`src/rtl/scl_gen_pkg.sv`:
```
package scl_gen_pkg;

    parameter int CFG_W   = 32;
    parameter int EXP_W   = 4;
    parameter int PH_W    = 4;
    parameter int HI_LSB  = 16;
    parameter int LO_LSB  = 12;
    parameter int EXP_LSB = 0;

    localparam int PRE_W = (1 << EXP_W) - 1;

    typedef enum logic [1:0] {
        PH_IDLE = 2'd0,
        PH_HIGH = 2'd1,
        PH_LOW  = 2'd2
    } phase_e;

    typedef struct packed {
        logic [PH_W-1:0]  high_m1;
        logic [PH_W-1:0]  low_m1;
        logic [EXP_W-1:0] exp;
    } timing_t;

    function automatic timing_t unpack_timing(input logic [CFG_W-1:0] w);
        timing_t t;
        t.high_m1 = w[HI_LSB  +: PH_W];
        t.low_m1  = w[LO_LSB  +: PH_W];
        t.exp     = w[EXP_LSB +: EXP_W];
        return t;
    endfunction

endpackage

```
`src/rtl/scl_prescaler.sv`:
```
module scl_prescaler #(
    parameter int EXP_W = 4
) (
    input  logic             clk,
    input  logic             rst,
    input  logic             clear,
    input  logic             advance,
    input  logic [EXP_W-1:0] exp,
    output logic             tick
);
    localparam int CNT_W = (1 << EXP_W) - 1;

    logic [CNT_W-1:0] cnt_q;
    logic [CNT_W-1:0] limit;

    always_comb begin
        limit = {CNT_W{1'b1}} >> (CNT_W - int'(exp));
        tick  = advance && !clear && (cnt_q == limit);
    end

    always_ff @(posedge clk) begin
        if (rst || clear) begin
            cnt_q <= '0;
        end else if (advance) begin
            cnt_q <= tick ? '0 : cnt_q + 1'b1;
        end
    end
endmodule

```
`src/rtl/scl_phase_counter.sv`:
```
module scl_phase_counter #(
    parameter int PH_W = 4
) (
    input  logic            clk,
    input  logic            rst,
    input  logic            clear,
    input  logic            tick,
    input  logic [PH_W-1:0] limit,
    output logic            done
);
    logic [PH_W-1:0] cnt_q;

    assign done = tick && !clear && (cnt_q == limit);

    always_ff @(posedge clk) begin
        if (rst || clear) begin
            cnt_q <= '0;
        end else if (tick) begin
            cnt_q <= done ? '0 : cnt_q + 1'b1;
        end
    end
endmodule

```
`src/rtl/scl_clock_gen.sv`:
```
module scl_clock_gen
    import scl_gen_pkg::*;
(
    input  logic             clk,
    input  logic             rst,
    input  logic             run_en,
    input  logic [CFG_W-1:0] timing_word,
    input  logic             scl_sense,
    output logic             scl_drive_low,
    output logic             rise_stb,
    output logic             fall_stb
);
    timing_t         tcfg;
    phase_e          state_q, state_d;
    logic            clear, advance, tick, phase_done;
    logic [PH_W-1:0] limit;
    logic            rise_q, fall_q;

    assign tcfg = unpack_timing(timing_word);

    always_comb begin
        clear   = !run_en || (state_q == PH_IDLE);
        advance = (state_q == PH_LOW) || ((state_q == PH_HIGH) && scl_sense);
        limit   = (state_q == PH_LOW) ? tcfg.low_m1 : tcfg.high_m1;
    end

    scl_prescaler #(.EXP_W(EXP_W)) u_pre (
        .clk     (clk),
        .rst     (rst),
        .clear   (clear),
        .advance (advance),
        .exp     (tcfg.exp),
        .tick    (tick)
    );

    scl_phase_counter #(.PH_W(PH_W)) u_phase (
        .clk   (clk),
        .rst   (rst),
        .clear (clear),
        .tick  (tick),
        .limit (limit),
        .done  (phase_done)
    );

    always_comb begin
        state_d = state_q;
        if (!run_en) begin
            state_d = PH_IDLE;
        end else begin
            case (state_q)
                PH_IDLE: state_d = PH_HIGH;
                PH_HIGH: if (phase_done) state_d = PH_LOW;
                PH_LOW:  if (phase_done) state_d = PH_HIGH;
                default: state_d = PH_IDLE;
            endcase
        end
    end

    always_ff @(posedge clk) begin
        if (rst) begin
            state_q <= PH_IDLE;
            rise_q  <= 1'b0;
            fall_q  <= 1'b0;
        end else begin
            state_q <= state_d;
            fall_q  <= (state_q == PH_HIGH) && (state_d == PH_LOW);
            rise_q  <= (state_q == PH_LOW) && (state_d == PH_HIGH);
        end
    end

    assign scl_drive_low = (state_q == PH_LOW);
    assign rise_stb      = rise_q;
    assign fall_stb      = fall_q;

    // strobes are single-cycle and mutually exclusive
    a_r9_rise_one_wide: assert property (@(posedge clk) disable iff (rst)
        rise_stb |=> !rise_stb);
    a_r9_fall_one_wide: assert property (@(posedge clk) disable iff (rst)
        fall_stb |=> !fall_stb);
    a_r9_never_both: assert property (@(posedge clk) disable iff (rst)
        !(rise_stb && fall_stb));
    a_r9_fall_with_drive: assert property (@(posedge clk) disable iff (rst)
        fall_stb |-> scl_drive_low);
    a_r9_rise_released: assert property (@(posedge clk) disable iff (rst)
        rise_stb |-> !scl_drive_low);
    // disabled block releases SCL and stays quiet
    a_r2_released_when_off: assert property (@(posedge clk) disable iff (rst)
        !run_en |=> (!scl_drive_low && !rise_stb && !fall_stb));
    // a stretched high phase cannot end
    a_r8_hold_while_stretched: assert property (@(posedge clk) disable iff (rst)
        (run_en && state_q == PH_HIGH && !scl_sense) |=> !fall_stb);
endmodule

```
`config.mk`:
```
export PLATFORM = sky130hd
export DESIGN_NAME = scl_clock_gen
export DESIGN_NICKNAME = d
export VERILOG_FILES = /design/src/rtl/scl_gen_pkg.sv /design/src/rtl/scl_prescaler.sv /design/src/rtl/scl_phase_counter.sv /design/src/rtl/scl_clock_gen.sv
export SDC_FILE = /design/constraint.sdc
export NUM_CORES = 1
export LEC_CHECK = 0
export BUFFER_PORTS_ARGS = -buffer_cell sky130_fd_sc_hd__buf_2
export CAP_MARGIN = 20
export CORE_MARGIN = 10
export CORE_UTILIZATION = 57
export DETAILED_ROUTE_END_ITERATION = 10
export PLACE_DENSITY = 0.85
export SLEW_MARGIN = 20
export SYNTH_ARGS = -nofsm -noshare
export SYNTH_HDL_FRONTEND = slang
export SYNTH_HIERARCHICAL = 1
export SYNTH_SLANG_ARGS = --single-unit
```
`constraint.sdc`:
```
create_clock -name clk -period 4 [get_ports clk]
set_input_delay 0 -clock clk [delete_from_list [all_inputs] [get_ports clk]]
set_output_delay 0 -clock clk [all_outputs]
set_load 0.01 [all_outputs]
```
==> reports/results.txt <==
Status -> finished clean
GRT Total Usage -> 0.129
Routed vias -> 1321
CTS tree -> done
Critical Path AT -> 3.46 ns
Post-synthesis simple-gate area fraction -> 0.296
LEAKAGE -> 0.000598 uW
Routed Antenna Nets -> 0
Routed len/inst -> 14.2 um
Syn Nets -> 224
Syn avg cell area -> 8.27 um^2
Peak supply drop -> 193 uV
Critical Path Stages -> 10
Largest net degree at the start of global routing -> 20
Worst R2R End -> fall_stb
DR vias/cell -> 5.72
Area after DPL -> 1590 um^2
Core footprint -> 2520 um^2
Compound-cell area share of the yosys netlist -> 0.146
WL final -> 3280 um
Flop-to-flop setup slack -> 0.80 ns
Post-layout min period -> 3.20 ns
First-pass iteration count of the detailed router -> 4
Post-Synthesis Cells -> 186
Grt ovf -> 0
Worst path max stage delay -> 0.60 ns
Initial DRC count -> 109
Worst Setup SP -> state_q[0]
Adder-cell share of the synthesized area -> 0.0163
Multiplexer share of the synthesized area -> 0.0520
Top cell family by delay on the critical path -> simple AND/OR/NAND/NOR gates
Final period util -> 0.799
F_max -> 313 MHz
Clock latency on the worst-skew pair -> 0.33 ns
Nets -> 240
Synth area leader -> dfxtp_1
Die height -> 72.0 um
Yosys reg bits -> 23
Worst-Margin Slew -> 0.668 ns
Crit Path Class -> register to register
Post-Synthesis Cell Area -> 1540 um^2
Xor-xnor portion of the synthesized cell area -> 0.137
# DRC -> 0
Critical Path Fanout Max -> 8
First-pass GRT wire length -> 5710 um
Final Hold Viols -> 0
Post-synthesis async set-or-reset flop share -> 0
Area contributors post-synth -> dfxtp_1 30%, xor2_1 9.7%, nor2_1 7.1%
Pwr dens -> 237 nW/um^2
Die W -> 72.0 um
Slowest stage cell, crit path -> nor3_1
TritonCTS buffer count -> 3
Top-level I/O count -> 39
Placer Congestion -> 0.843
Setup violators final -> 0
Initial antenna violation count -> 0
Most used DFF post-synth -> dfxtp_1
Number of synthesized flops with an enable pin -> 0
Die area -> 5180 um^2
Reg2reg start -> state_q[0]
Main combinational cell family by area after synthesis -> simple AND/OR/NAND/NOR gates
CTS H-tree lvls -> 1
# port buffers -> 18
Longest Clk Path Bufs -> 2
CTS resizes -> 0
Design area -> 1650 um^2
Cell Chain, Critical Path -> nand2b_1 -> nand2_1 -> nand3b_1 -> nor3_1 -> nand4_1 -> nor3_1 -> nor3b_2 -> and2_1 -> nand3b_1 -> nor3b_1
Setup crit end kind -> register
Final HPWL DP -> 2440 um
Buf+Inv Stages, Crit Path -> 0
RSZ-0062 raised after global routing -> no
Clk slew on worst S/H paths -> 0.15 ns
Starting density of the core -> 0.610
Number of global-route vias before repair -> 1309
Area Growth Syn to Fin -> 7.48%
Layout cells sized above 1 -> 0.154
Antenna diodes -> 0
Clk sink count -> 23
Setup TNS -> 0 ns
Top-area cell type share of the netlist area -> 0.299
Synth top cells by count -> 29 x nor2_1, 23 x dfxtp_1, 17 x nand2_1, 17 x xor2_1, 7 x xnor2_1
Critical Path Sink -> fall_stb
Slew margin rel. -> 0.551
Final worst clock skew -> 0.0141 ns
Register area share after synthesis -> 0.299
FF-to-FF path depth -> 10
Synth cell types -> 45
Max-cap viol count -> 0
Hold Path Class -> input pin to register
Worst setup SP type -> register
CTS root buffer -> clkbuf_4
Rows -> 18
Most frequent cell after synthesis -> nor2_1
# hold bufs at CTS -> 3
Data required, critical path -> 4.26 ns
Post CTS Setup Buffer Count -> 0
Count of pins over their slew limit -> 0
Number of synthesis warnings -> 6
-- placed cells by master (no fill, tap or decap), types with 2 or more instances in the layout --
cell type | synthesis | layout
buf_2 | 4 | 18
nand3b_1 | 6 | 6
nand4_1 | 3 | 3
o21ai_1 | 2 | 2
and3_1 | 5 | 5
dfxtp_1 | 23 | 23
clkbuf_4 | 0 | 3
nor2b_1 | 4 | 4
nor3b_1 | 3 | 3
xnor2_1 | 7 | 7
nand3_1 | 6 | 6
inv_1 | 3 | 3
o32ai_1 | 2 | 2
a221o_1 | 2 | 2
a311oi_1 | 2 | 2
mux2_4 | 4 | 4
xor2_1 | 17 | 17
a211oi_1 | 5 | 5
a21oi_1 | 2 | 2
ha_1 | 2 | 2
nand2b_1 | 3 | 3
a31oi_1 | 2 | 2
nand2_1 | 17 | 17
nor2_1 | 29 | 29
mux2i_1 | 2 | 2
dlygate4sd3_1 | 0 | 3
o21ai_0 | 4 | 4
nor3_1 | 5 | 5
-- through the flow --
stage,util,worst slack [ns],instances,total power [uW],hold WS [ns]
final,0.656,0.803,231,392,0.215
after global routing,0.656,0.578,231,410,0.262
after global placement,0.632,1.05,224,277,0.291
after floorplan,-,1.35,186,269,0.155
after CTS,0.656,0.847,231,396,0.190
after detailed placement,0.632,0.907,224,278,0.295
-- sequential cells by signal (all words and copies together) (netlist names) --
name and flops:
fall_stb 1, state_q 2, rise_stb 1, u_phase/cnt_q 4, u_pre/cnt_q 15
-- cell type report --
cell class	count	area [um^2]
Fill cell	227	868
Multi-Input combinational cell	150	995
Timing Repair Buffer	21	120
Clock buffer	3	22.5
Sequential cell	23	460
Tap cell	30	37.5
Inverter	3	11.3
Clock inverter	1	7.51
-- worst register-to-register path: cells and delay by family (launching register included) --
family	cells	cell delay (ns)
flops	1	0.39
simple gates	10	2.74
-- power breakdown --
part           leakage [uW]  total (uW)  internal (uW)  switching, uW
clock network     0.0000139         116           38.3           77.8
logic              0.000399        45.4           20.9           24.5
registers          0.000185         231            230           1.05
-- kinds of logic after synthesis --
logic type      Yosys count
compound gates           29
xor+xnor                 24
fa+ha+maj                 2
buf+inv                  13
flops                    23
mux                       6
simple gates             89
-- per-layer routing --
layer / share of wire / vias to the layer above / GRT usage / wire (um)
li1: - / 680 / - / -
met1: 0.48 / 611 / 0.156 / 1570
met2: 0.47 / 24 / 0.215 / 1530
met3: 0.038 / 6 / 0.0272 / 126
met4: 0.014 / 0 / 0.0559 / 46
met5: 0 / - / 0 / 0
-- worst min-delay path by stage --
stage | from | end | slack (ns) | depth (start not counted)
final | scl_sense | u_pre/cnt_q[1] | 0.21 | 5
after global routing | scl_sense | u_pre/cnt_q[1] | 0.26 | 5
after CTS | scl_sense | u_pre/cnt_q[1] | 0.19 | 5
after detailed placement | run_en | state_q[1] | 0.29 | 3
after global placement | run_en | state_q[1] | 0.29 | 3
after floorplan | run_en | state_q[1] | 0.15 | 2
Power figures use the tool's default switching activity.
